File: src/rtl/ipfp_pkg.sv
package ipfp_pkg;
    localparam int WORD_W      = 32;
    localparam int HDR_WORDS   = 5;
    localparam int STORE_WORDS = HDR_WORDS - 1;
    localparam int IDX_W       = $clog2(HDR_WORDS);
    localparam int HDR_W       = HDR_WORDS * WORD_W;

    localparam logic [3:0]  IPV4_VERSION  = 4'd4;
    localparam logic [3:0]  BASE_IHL      = 4'd5;
    localparam logic [3:0]  GROUP_NIBBLE  = 4'hE;
    localparam logic [15:0] MIN_TOTAL_LEN = 16'd20;
    localparam logic [7:0]  MIN_LIVE_TTL  = 8'd2;
    localparam logic [15:0] TTL_CSUM_STEP = 16'h0100;

    typedef enum logic [1:0] {
        S_HEAD   = 2'd0,
        S_BODY   = 2'd1,
        S_REPORT = 2'd2
    } phase_t;
endpackage

File: src/rtl/ipfp_word_store.sv
module ipfp_word_store
    import ipfp_pkg::*;
#(
    parameter int W     = WORD_W,
    parameter int NWORD = HDR_WORDS
) (
    input  logic                          clk,
    input  logic                          rst_n,
    input  logic                          take,
    input  logic [W-1:0]                  word_in,
    output logic                          at_last,
    output logic [(NWORD-1)*W-1:0]        kept
);
    localparam int NKEEP = NWORD - 1;
    localparam int CW    = $clog2(NWORD);
    localparam logic [CW-1:0] LAST_IDX = CW'(NWORD - 1);

    logic [CW-1:0] idx_q;

    always_ff @(posedge clk) begin
        if (!rst_n) begin
            idx_q <= '0;
        end else if (take) begin
            idx_q <= (idx_q == LAST_IDX) ? '0 : idx_q + 1'b1;
        end
    end

    assign at_last = (idx_q == LAST_IDX);

    for (genvar k = 0; k < NKEEP; k++) begin : g_slot
        always_ff @(posedge clk) begin
            if (!rst_n) begin
                kept[k*W +: W] <= '0;
            end else if (take && idx_q == CW'(k)) begin
                kept[k*W +: W] <= word_in;
            end
        end
    end
endmodule

File: src/rtl/ipfp_classify.sv
module ipfp_classify
    import ipfp_pkg::*;
#(
    parameter int MTU_W = 16
) (
    input  logic [3:0]       version,
    input  logic [3:0]       ihl,
    input  logic [15:0]      total_len,
    input  logic [7:0]       ttl,
    input  logic [3:0]       dst_top,
    input  logic [MTU_W-1:0] mtu,
    output logic             fast
);
    localparam int CMP_W = (MTU_W > 16) ? MTU_W + 1 : 17;

    logic malformed, has_options, too_big, is_group;

    always_comb begin
        malformed   = (version != IPV4_VERSION) || (ihl < BASE_IHL) ||
                      (total_len < MIN_TOTAL_LEN) || (ttl < MIN_LIVE_TTL);
        has_options = (ihl > BASE_IHL);
        too_big     = CMP_W'(total_len) > CMP_W'(mtu);
        is_group    = (dst_top == GROUP_NIBBLE);
        fast        = !(malformed || has_options || too_big || is_group);
    end
endmodule

File: src/rtl/ipfp_csum_bump.sv
module ipfp_csum_bump
    import ipfp_pkg::*;
(
    input  logic [15:0] csum_in,
    output logic [15:0] csum_out
);
    logic [16:0] wide;

    always_comb begin
        wide     = {1'b0, csum_in} + {1'b0, TTL_CSUM_STEP};
        csum_out = wide[15:0] + {15'd0, wide[16]};
    end
endmodule

File: src/rtl/ipfp_header_engine.sv
module ipfp_header_engine
    import ipfp_pkg::*;
#(
    parameter int MTU_W = 16
) (
    input  logic                 clk,
    input  logic                 rst_n,
    input  logic [MTU_W-1:0]     mtu_bytes,
    input  logic                 in_valid,
    output logic                 in_ready,
    input  logic [WORD_W-1:0]    in_word,
    output logic                 res_valid,
    output logic                 res_fast,
    output logic                 res_slow,
    output logic [WORD_W-1:0]    res_dst,
    output logic [HDR_W-1:0]     res_hdr
);
    localparam int TTL_WORD = 2;
    localparam int TTL_LO   = TTL_WORD * WORD_W;

    phase_t state_q, state_d;
    logic   take, at_last, fast;
    logic [STORE_WORDS*WORD_W-1:0] kept;
    logic [HDR_W-1:0]  hdr_in, hdr_new;
    logic [15:0]       csum_new;
    logic [WORD_W-1:0] w0, w2;

    assign in_ready = (state_q != S_REPORT);
    assign take     = in_valid && in_ready;

    ipfp_word_store #(.W(WORD_W), .NWORD(HDR_WORDS)) store_i (
        .clk     (clk),
        .rst_n   (rst_n),
        .take    (take),
        .word_in (in_word),
        .at_last (at_last),
        .kept    (kept)
    );

    assign hdr_in = {in_word, kept};
    assign w0     = hdr_in[0 +: WORD_W];
    assign w2     = hdr_in[TTL_LO +: WORD_W];

    ipfp_classify #(.MTU_W(MTU_W)) class_i (
        .version   (w0[31:28]),
        .ihl       (w0[27:24]),
        .total_len (w0[15:0]),
        .ttl       (w2[31:24]),
        .dst_top   (in_word[31:28]),
        .mtu       (mtu_bytes),
        .fast      (fast)
    );

    ipfp_csum_bump bump_i (
        .csum_in  (w2[15:0]),
        .csum_out (csum_new)
    );

    always_comb begin
        hdr_new = hdr_in;
        if (fast) begin
            hdr_new[TTL_LO +: WORD_W] = {w2[31:24] - 8'd1, w2[23:16], csum_new};
        end
    end

    // State register
    always_ff @(posedge clk) begin
        if (!rst_n) state_q <= S_HEAD;
        else        state_q <= state_d;
    end

    // Transitions: HEAD_TO_BODY, BODY_TO_REPORT, REPORT_TO_HEAD
    always_comb begin
        state_d = state_q;
        unique case (state_q)
            S_HEAD:   if (take)            state_d = S_BODY;
            S_BODY:   if (take && at_last) state_d = S_REPORT;
            S_REPORT:                      state_d = S_HEAD;
            default:                       state_d = S_HEAD;
        endcase
    end

    // Output register
    always_ff @(posedge clk) begin
        if (!rst_n) begin
            res_valid <= 1'b0;
            res_fast  <= 1'b0;
            res_slow  <= 1'b0;
            res_dst   <= '0;
            res_hdr   <= '0;
        end else if (state_q == S_BODY && take && at_last) begin
            res_valid <= 1'b1;
            res_fast  <= fast;
            res_slow  <= !fast;
            res_dst   <= in_word;
            res_hdr   <= hdr_new;
        end else begin
            res_valid <= 1'b0;
            res_fast  <= 1'b0;
            res_slow  <= 1'b0;
        end
    end
endmodule

File: config.mk
export PLATFORM = sky130hd
export DESIGN_NAME = ipfp_header_engine
export DESIGN_NICKNAME = d
export VERILOG_FILES = /design/src/rtl/ipfp_pkg.sv /design/src/rtl/ipfp_word_store.sv /design/src/rtl/ipfp_classify.sv /design/src/rtl/ipfp_csum_bump.sv /design/src/rtl/ipfp_header_engine.sv
export SDC_FILE = /design/constraint.sdc
export NUM_CORES = 1
export LEC_CHECK = 0
export CAP_MARGIN = 20
export CORE_ASPECT_RATIO = 0.7
export CORE_UTILIZATION = 34
export CTS_CLUSTER_SIZE = 10
export DETAILED_ROUTE_END_ITERATION = 7
export GPL_ROUTABILITY_DRIVEN = 0
export SLEW_MARGIN = 20
export SYNTH_ARGS = -nofsm -noshare
export SYNTH_HDL_FRONTEND = slang
export SYNTH_HIERARCHICAL = 1
export SYNTH_SLANG_ARGS = --single-unit
File: constraint.sdc
create_clock -name clk -period 3 [get_ports clk]
set_clock_uncertainty 0.2 [all_clocks]
set_input_delay 0.3 -clock clk [delete_from_list [all_inputs] [get_ports clk]]
set_output_delay 0.3 -clock clk [all_outputs]
set_load 0.005 [all_outputs]
======== Word level (Yosys, flattened, before mapping) ========
Index checks and enable logic that the tools add are counted.
cells by class
  $add $sub $neg .......................... 4
  multipliers ............................. 0
  div/mod/pow operators ................... 0
  order comparisons ....................... 5
  equality and inequality tests ........... 10
  shift operators ......................... 0
  mux-type cells .......................... 6
  bitwise logic cells ..................... 0
  reduce and logical (&&, ||, !) cells .... 19
operator list
  kind                                                         number
  two-way mux 32 bit                                           1
  adder 16 x 9 -> 17 bit, second input constant                1
  adder 16 x 1 -> 16 bit                                       1
  > comparator 16 bit                                          1
  less-than comparator 16 x 5 -> 1 bit, second input constant  1
  logical AND 1 bit                                            8
  less-than comparator 8 x 2 -> 1 bit, second input constant   1
  subtractor 8 x 1 -> 8 bit, second input constant             1
  == test 3 x 2 -> 1 bit, second input constant                2
  logical OR 1 bit                                             6
  == test 4 bit, second input constant                         1
  > comparator 4 x 3 -> 1 bit, second input constant           1
  less-than comparator 4 x 3 -> 1 bit, second input constant   1
  two-way mux 2 bit                                            2
  inequality test 2 bit, second input constant                 2
  inequality test 4 x 3 -> 1 bit, second input constant        1
  case mux 2 bit (2 select lines)                              1
  AND reduction 2 bit                                          2
  adder 3 x 1 -> 3 bit, second input constant                  1
  == test 3 x 1 -> 1 bit, second input constant                1
  == test 3 bit, second input constant                         1
  logical NOT 3 bit                                            1
  two-way mux 3 bit                                            1
  == test 2 x 1 -> 1 bit, second input constant                1
  4 further kinds                                              4
storage, ports and cells
  register bits ........................... 328
  latch bits .............................. 0
  memory bits (writable) .................. 0
  ROM bits ................................ 0
  output and inout port bits .............. 196
  word-level logic and storage cells ...... 55
  memories kept ........................... 0

======== Logic depth before layout (Yosys ltp) ========
Gate-level depths: netlist of run 1.
  depth in word-level cells ............... 8
  mapped depth ............................ 13

======== Modules after synthesis ========
Netlist of run 1, hierarchy kept.
by module, submodules not included
  module              instances  cells an instance  area an instance (µm²)  sequential area each (µm²)
  ipfp_header_engine  1          753                6093.3                  3303.2
  ipfp_word_store     1          519                4794.6                  2622.5
  ipfp_csum_bump      1          65                 495.5                   0.0
  ipfp_classify       1          69                 488.0                   0.0

======== Worst setup path before layout of run 1 ========
Ideal clock, no wire load.
  kind .................................... flip-flop to flip-flop
  from .................................... register store_i.kept[14]
  to ...................................... register res_hdr[95]
  arrival ................................. 2890 ps
  required time ........................... 2726 ps
  slack ................................... -165 ps
  stages on the path, launching flop included .. 10
  buffers on the path ..................... 0
  cell sequence ........................... dfxtp_1 -> ha_1 -> a21oi_2 -> nand2_1 -> a221o_1 -> or3_1 -> a221oi_2 -> or4b_4 -> or4_1 -> a31oi_1
between the ends
  word-level cells in the longest chain between the ends .. 7
  elaborated cells between the ends (all ways) .. 8
  classes of those cells .................. 2 x order compare; 1 x mux; 5 x reduce/logical
ends and longest elaborated chain
  element                               line                      RTL
  start: declaration                    ipfp_word_store.sv:12     output logic [(NWORD-1)*W-1:0] kept
  start signal: indexed assignment      ipfp_word_store.sv:35     kept[k*W +: W] <= word_in;
  less-than comparator 16 x 5 -> 1 bit  ipfp_classify.sv:20       (total_len < MIN_TOTAL_LEN) || (ttl < MIN_LIVE_TTL);
  logical OR 1 bit                      ipfp_classify.sv:19       malformed = (version != IPV4_VERSION) || (ihl < BASE_IHL) ||
  logical OR 1 bit                      ipfp_classify.sv:20
  logical OR 1 bit                      ipfp_classify.sv:24       fast = !(malformed || has_options || too_big || is_group);
  logical OR 1 bit * (2 in series)      ipfp_classify.sv:24
  two-way mux 32 bit *                  ipfp_header_engine.sv:61  if (fast) begin
  end signal: assignment                ipfp_header_engine.sv:96  res_hdr <= hdr_new;
  end: declaration                      ipfp_header_engine.sv:16  output logic [HDR_W-1:0] res_hdr
Mark *: on every way between the ends. The rest lies on a longest branch, timed or not.
A chain may end at the register's enable or synchronous reset.

======== Final worst setup path of run 1 ========
  from .................................... register store_i.kept[12]
  to ...................................... register res_hdr[95]
The elaborated chain is that of the path after synthesis.

==> results of run 1 <==
## synth_stat cells, types with 11 or more instances
master	number	area, µm²
a211oi_1	19	143
xor2_1	11	96.3
nand2_1	376	1410
xnor2_1	12	105
inv_1	25	93.8
dfxtp_1	296	5930
ha_1	26	325
clkbuf_1	48	180
o21ai_0	104	521
a21boi_2	30	338
nor2_1	27	101
nand3_1	108	541
buf_4	43	323
mux2i_1	17	170
buf_2	17	85.1
buf_1	15	56.3
a21oi_1	144	721
## sequential cells by signal, summed over array words and instances, names as in the netlist
signal / flops
res_dst: 32
res_fast: 1
res_hdr: 128
res_slow: 1
res_valid: 1
state_q: 2
store_i/idx_q: 3
store_i/kept: 128
## placed cells by master, fill, tap and decap left out, types with 17 or more instances in the layout
master,Yosys,routed
buf_4,43,50
mux2i_1,17,17
a21oi_1,144,142
o21ai_0,104,103
nand3_1,108,108
a21boi_2,30,30
nor2_1,27,27
a211oi_1,19,17
clkdlybuf4s50_1,0,244
clkbuf_16,0,37
nand2_1,376,375
dfxtp_1,296,287
## how the worst max path moves through the flow
stage,start,end,slack [ns]
floorplan,store_i/kept[5],res_hdr[95],-0.002
global placement,mtu_bytes[5],res_hdr[95],-0.65
detailed placement,mtu_bytes[5],res_hdr[94],-0.69
CTS,store_i/kept[5],res_hdr[95],-0.12
global route,store_i/kept[9],res_hdr[95],-0.24
finish,store_i/kept[12],res_hdr[95],-0.08
## worst max-delay path: stages (launching register included)
cell      delay [ns]
dfxtp_1         0.37
ha_1            0.24
nand4_1         0.16
nor2_2          0.04
a221o_1         0.29
or3_4           0.38
a221oi_4        0.26
or4b_4          0.52
or4_1           0.40
a31oi_1         0.16
## power breakdown
group / leakage, nW / internal [W] / switching, W
registers: 2.40 / 0.00400 / 0.0000543
logic: 2.60 / 0.000212 / 0.000309
clock network: 0.460 / 0.00214 / 0.00157
## through the flow
step,worst slack (ns),setup TNS (ns)
floorplan,-0.00173,-0.00173
global placement,-0.653,-10.64
detailed placement,-0.685,-10.69
CTS,-0.125,-0.298
global route,-0.240,-0.891
finish,-0.0775,-0.140
## final cells by class
cell class	instances	area, µm²	area share
Inverter	26	108	0.00673
Clock buffer	40	916	0.0573
Clock inverter	2	25.0	0.00156
Tap cell	464	581	0.0363
Multi-Input combinational cell	951	5290	0.331
Sequential cell	296	5940	0.372
Timing Repair Buffer	312	3130	0.196
## timing repair
item,in CTS,in global routing
setup buffers,4,5
setup endpoints to repair,7,9
pin swaps,8,16
hold endpoints to repair,4,0
cloned,0,2
hold buffers,1,0
gates resized for setup,12,15
## per-layer routing
layer / vias to the layer above / share of wire / global-route usage
li1: 5114 / - / -
met1: 4935 / 0.51 / 0.306
met2: 252 / 0.42 / 0.291
met3: 41 / 0.064 / 0.0463
met4: 0 / 0.014 / 0.0437
met5: - / 0 / 0
## logic make-up after synthesis
family / Yosys count / synth area share
buffers and inverters: 159 / 0.0701
flip-flops: 296 / 0.499
XOR/XNOR: 23 / 0.0170
multiplexers: 18 / 0.0153
AO/OA/AOI/OAI: 318 / 0.161
AND/OR/NAND/NOR: 566 / 0.211
adder cells (fa/ha/maj): 26 / 0.0274
==> metrics.md, run 1 <==
| Metric | Value |
|---|---|
| Status | `finished with violations` |
| Failing checks | `negative setup slack` |
| Syn Nets | `around 1500` |
| Nets@finish | `1699` |
| Unrepaired setup endpoints after global routing | `true` |
| Cells after DPL | `~2000` |
| Cell Area, Synth | `11900 µm²` |
| Flops & latches, synth | `between 200 and 300` |
| Fillers | `around 3400` |
| Peak supply drop | `0.000237 V` |
| All-Layer GR Usage | `0.203` |
| Hold WS | `approximately 0.22 ns` |
| Die area | `35700 µm²` |
| Most used DFF post-synth | `dfxtp_1` |
| Layout Utilization | `0.472` |
| Drt drc | `0` |
| Vias in the first global route | `9671` |
| CP startpoint kind | `flip-flop` |
| Count of pins over their slew limit | `0` |
| Syn avg cell area | `8.44 µm²` |
| Post-placement cell area | `14800 µm²` |
| Min Tclk post-route | `3.08 ns` |
| Final setup vio count | `2` |
| Largest net degree at the start of global routing | `106` |
| EDFF count, synth | `0` |
| CTS tree | `built` |
| FF-to-FF Start | `store_i/kept[12]` |
| Number of H-tree levels | `2` |
| Wire per inst | `roughly 18 µm` |
| FFs w/ async S/R, synth | `0` |
| Final setup margin | `-0.0775 ns` |
| CP max FO | `4` |
| Power Total | `0.00828 W` |
| Hold Startpoint | `in_word[10]` |
| First-pass GRT wire length | `56000 µm` |
| Die span in y | `158 µm` |
| Worst Hold Path EP | `store_i/kept[106]` |
| FF-to-FF End | `res_hdr[95]` |
| CTS Buffer Depth | `3` |
| Post-Layout Cell Count | `between 2000 and 2500` |
| Via count | `10342` |
| Leak pwr | `5.46 nW` |
| Post-route cell area | `16000 µm²` |
| FF-to-FF path depth | `9` |
| I/O pins | `247` |
| Final Hold Viols | `0` |
| TritonRoute pass-1 iters | `5` |
| Number of I/O port buffers | `246` |
| Total grt overflow | `0` |
| CTS buffer count | `35` |
| Power density over cell area | `approximately 520 nW/µm²` |
| Crit Path Category | `flip-flop to flip-flop` |
| Critical path arrival | `3.32 ns` |
| Root buf cell | `clkbuf_16` |
| Sequential share of the synthesized area | `0.499` |
| DR iter-0 viols | `802` |
| Share of cells above drive strength 1 | `0.118` |
| Yosys warns | `6` |
| Row cnt | `56` |
| Final worst path period share | `1.03` |
| Initial cell density of the core | `0.350` |
| Setup crit end kind | `flip-flop` |
| Max frequency | `325 MHz` |
| Post-synthesis cell count | `between 1000 and 1500` |
| Least-Margin Pin Slew | `0.940 ns` |
| Required @ worst endpoint | `3.25 ns` |
| Clk sinks | `just under 300` |
| Routed wire length | `36800 µm` |
| Max-cap violations | `0` |
| Post-detail-place hpwl | `25400 µm` |
| Antenna Nets Post-Route | `0` |
| Hold Path Class | `primary input to flip-flop` |
| Vias per std cell | `4.95` |
| Die X | `225 µm` |
| Number of antenna diodes | `0` |
| Initial antenna violation count | `4` |
| Max_slew headroom | `0.373` |
| Syn-to-layout area delta | `34.7%` |
| Core area | `33900 µm²` |
| Synth unique cells | `56` |
| CTS clk-pin slew, worst paths | `0.06 ns` |
| R2r setup slk | `-0.08 ns` |
| Hold Crit Depth | `3` |
| Clock latency on the worst-skew pair | `0.52 ns` |
No activity file was read; power rests on OpenSTA's default activity.
==> run 2: changes to the inputs <==
Settings changed: HOLD_SLACK_MARGIN set to 0.02.
==> results of run 2 <==
The final DEF is identical to that of run 1; final timing and power are the same.
==> run 3: changes to the inputs <==
Settings changed: ABC_AREA set to 1.
==> run 3 against run 2 <==
Effect of this change: the run now ends clean; via count rose by 9.4%; synthesized cell count rose by 25%; flip-flop and latch count did not move; worst hold slack got worse by 0.19 ns; sequential power rose by 2%; sequential share of layout area fell by 0.22 points; wire length rose by 7.4%; first-iteration DRC count fell by 3.6%; largest power group unchanged.
==> metrics.md, run 3 <==
| Metric | Value |
|---|---|
| Flops & latches, synth | `296 (unchanged)` |
| Number of antenna diodes | `0 (unchanged)` |
| Largest net degree at the start of global routing | `85 (was 106)` |
| Crit Path Category | `flip-flop to flip-flop (unchanged)` |
| Cell Area, Synth | `12500 µm² (was 11900 µm²)` |
| Peak supply drop | `0.000316 V (was 0.000237 V)` |
| CTS clk-pin slew, worst paths | `0.05 ns (was 0.06 ns)` |
| Max frequency | `364 MHz (was 325 MHz)` |
| Row cnt | `58 (was 56)` |
| Post-placement cell area | `15100 µm² (was 14800 µm²)` |
| Syn Nets | `1839 (was 1483)` |
| Status | `finished, final reports clean (was finished with violations)` |
| Required @ worst endpoint | `3.19 ns (was 3.25 ns)` |
| Final worst path period share | `0.916 (was 1.03)` |
| Sequential share of the synthesized area | `0.473 (was 0.499)` |
| Synth area leaders | `dfxtp_1 47%, nand2_1 17%, nor2_1 9.2% (was dfxtp_1 50%, nand2_1 12%, a21oi_1 6.1%)` |
| Least-Margin Pin Slew | `0.771 ns (was 0.940 ns)` |
| Core area | `36100 µm² (was 33900 µm²)` |
| CP max FO | `3 (was 4)` |
| Share of cells above drive strength 1 | `0.0497 (was 0.118)` |
| Die span in y | `163 µm (was 158 µm)` |
| Die area | `37600 µm² (was 35700 µm²)` |
| Syn avg cell area | `7.10 µm² (was 8.44 µm²)` |
| Routed wire length | `39500 µm (was 36800 µm)` |
| TritonRoute pass-1 iters | `6 (was 5)` |
| Clock latency on the worst-skew pair | `0.53 ns (was 0.52 ns)` |
| Cts hold-fix bufs | `0 (was 1)` |
| I/O pins | `247 (unchanged)` |
| Die X | `231 µm (was 225 µm)` |
| Post-synthesis cell count | `1762 (was 1406)` |
| First-pass GRT wire length | `59600 µm (was 56000 µm)` |
| Via count | `11313 (was 10342)` |
| Min Tclk post-route | `2.75 ns (was 3.08 ns)` |
| Top Registers | `res_hdr (128), store_i/kept (128), res_dst (32) (unchanged)` |
| Clk sinks | `296 (unchanged)` |
| Area share of the largest cell type after synthesis | `0.473 (was 0.499)` |
| CP max stage delay | `0.33 ns (was 0.52 ns)` |
| Count of pins over their slew limit | `0 (unchanged)` |
| Critical path arrival | `2.94 ns (was 3.32 ns)` |
| Vias in the first global route | `10124 (was 9671)` |
| Root buf cell | `clkbuf_16 (unchanged)` |
| Post-CTS Setup Bufs | `0 (was 4)` |
| Commonest non-fill, non-tap cell in the layout | `nand2_1 (unchanged)` |
| DR iter-0 viols | `773 (was 802)` |
| Final setup margin | `0.253 ns (was -0.0775 ns)` |
| FFs w/ async S/R, synth | `0 (unchanged)` |
| Pre-CTS WS | `0.136 ns (was -0.685 ns)` |
| CP startpoint kind | `flip-flop (unchanged)` |
| Most common cell in the netlist | `nand2_1 (unchanged)` |
| Hold WS | `0.0273 ns (was 0.220 ns)` |
| Worst-path cell chain | `ha_1 -> nand2_1 -> nor2_1 -> nand2_1 -> nor2_4 -> ha_1 -> ha_1 -> nand2_1 -> nor3b_4 -> nand3_2 -> nor2_4 -> nand2_1 -> nand2_1 -> nand2_1 -> nand2_1 -> a21oi_1 -> a21oi_1 -> nor2_1 (was ha_1 -> nand4_1 -> nor2_2 -> a221o_1 -> or3_4 -> a221oi_4 -> or4b_4 -> or4_1 -> a31oi_1)` |
| Most used DFF post-synth | `dfxtp_1 (unchanged)` |
| Most Frequent Cell on Critical Path | `nand2_1` |
| CTS Buffer Depth | `3 (unchanged)` |
| Yosys warns | `6 (unchanged)` |
| Most frequent cells in the layout | `562 x nand2_1, 305 x nor2_1, 295 x dfxtp_1 (was 375 x nand2_1, 287 x dfxtp_1, 244 x clkdlybuf4s50_1)` |
| CTS buffer count | `35 (unchanged)` |
| Max_slew headroom | `0.486 (was 0.373)` |
| Post-detail-place hpwl | `26400 µm (was 25400 µm)` |
| Vias per std cell | `4.65 (was 4.95)` |
| Buf+Inv Stages, Crit Path | `0 (unchanged)` |
| Fin Setup TNS | `0 ns (was -0.140 ns)` |
| Synth unique cells | `37 (was 56)` |
| Final Hold Viols | `0 (unchanged)` |
| Syn-to-layout area delta | `28.2% (was 34.7%)` |
| Delay-heaviest family, CP | `simple AND/OR/NAND/NOR gates (unchanged)` |
| Number of I/O port buffers | `246 (unchanged)` |
| Setup crit end kind | `flip-flop (unchanged)` |
| CTS tree | `built (unchanged)` |
| Cell taking the most area after synthesis | `dfxtp_1 (unchanged)` |
| Nets@finish | `2026 (was 1699)` |
| Layout Utilization | `0.445 (was 0.472)` |
| EDFF count, synth | `0 (unchanged)` |
| Leak pwr | `6.51 nW (was 5.46 nW)` |
| Drt drc | `0 (unchanged)` |
| Total grt overflow | `0 (unchanged)` |
| Unrepaired setup endpoints after global routing | `false (was true)` |
| Power density over cell area | `527 nW/µm² (was 518 nW/µm²)` |
| Antenna Nets Post-Route | `0 (unchanged)` |
| Final setup vio count | `0 (was 2)` |
| Commonest cells in the netlist | `562 x nand2_1, 306 x nor2_1, 296 x dfxtp_1, 185 x a21oi_1, 146 x inv_1 (was 376 x nand2_1, 296 x dfxtp_1, 144 x a21oi_1, 108 x nand3_1, 104 x o21ai_0)` |
| Initial antenna violation count | `3 (was 4)` |
| Cts repair resizes | `0 (was 12)` |
| Initial cell density of the core | `0.347 (was 0.350)` |
| Max-cap violations | `0 (unchanged)` |
| Number of H-tree levels | `2 (unchanged)` |
| Wire per inst | `16.2 µm (was 17.6 µm)` |
| Hold Path Class | `primary input to flip-flop (unchanged)` |
| All-Layer GR Usage | `0.208 (was 0.203)` |
| Post-route cell area | `16000 µm² (about the same)` |
| Crit-path slowest cell | `dfxtp_1 (was or4b_4)` |
## run 3: cell count changes in the layout (fill, tap and decap cells not counted), moves of 9 or more
cell,delta
a211oi_1,-17
a21boi_2,-30
a21oi_1,+43
buf_4,-23
ha_1,+10
ha_4,-9
inv_1,+129
mux2i_1,-17
nand2_1,+187
nand3_1,-93
nor2_1,+278
o21ai_0,-62
## run 3: through the flow
step	power (W)	instances
6_report	0.00846	2433
5_1_grt	0.00884	2433
4_1_cts	0.00858	2433
3_5_place_dp	0.00485	2392
3_3_place_gp	0.00483	2392
2_1_floorplan	0.00458	1762
## run 3: where the power goes
group / leakage (nW) / switching (W) / internal, W
Sequential: 2.40 / 0.0000816 / 0.00403
Clock: 0.454 / 0.00158 / 0.00211
Combinational: 3.66 / 0.000428 / 0.000225
## run 3: path summary, 6_finish.rpt
kind,from,slack [ns],endpoint,depth (start not counted)
worst max-delay path,store_i/kept[72],0.25,res_hdr[78],18
worst min-delay path,rst_n,0.03,res_hdr[65],3
worst max register to register,store_i/kept[72],0.25,res_hdr[78],18
worst min register to register,store_i/kept[80],0.25,res_hdr[80],2
## run 3: kinds of logic after synthesis
family,synth area share
AO/OA/AOI/OAI,0.0955
XOR/XNOR,0.00980
adder cells (fa/ha/maj),0.0260
buffers and inverters,0.107
flip-flops,0.473
AND/OR/NAND/NOR,0.288
## run 3: final cells by class
cell class,instances,area (µm²)
multi-input combinational,1189,5270
sequential,296,5930
timing repair buffer,277,2760
clock buffer,38,897
inverter,150,571
fill,3658,20000
tap,480,601
clock inverter,3,26.3
## run 3: layer usage
metal,GRT usage,vias to the layer above,wire (µm)
met1,0.291,5211,18700
met4,0.0590,0,786
li1,-,5738,-
met2,0.317,310,17200
met5,0,-,0
met3,0.0499,54,2840
## run 3: tightest hold or removal path, stage by stage
cell and delay [ns]:
buf_4 0.12, inv_6 0.15, nor2_1 0.13
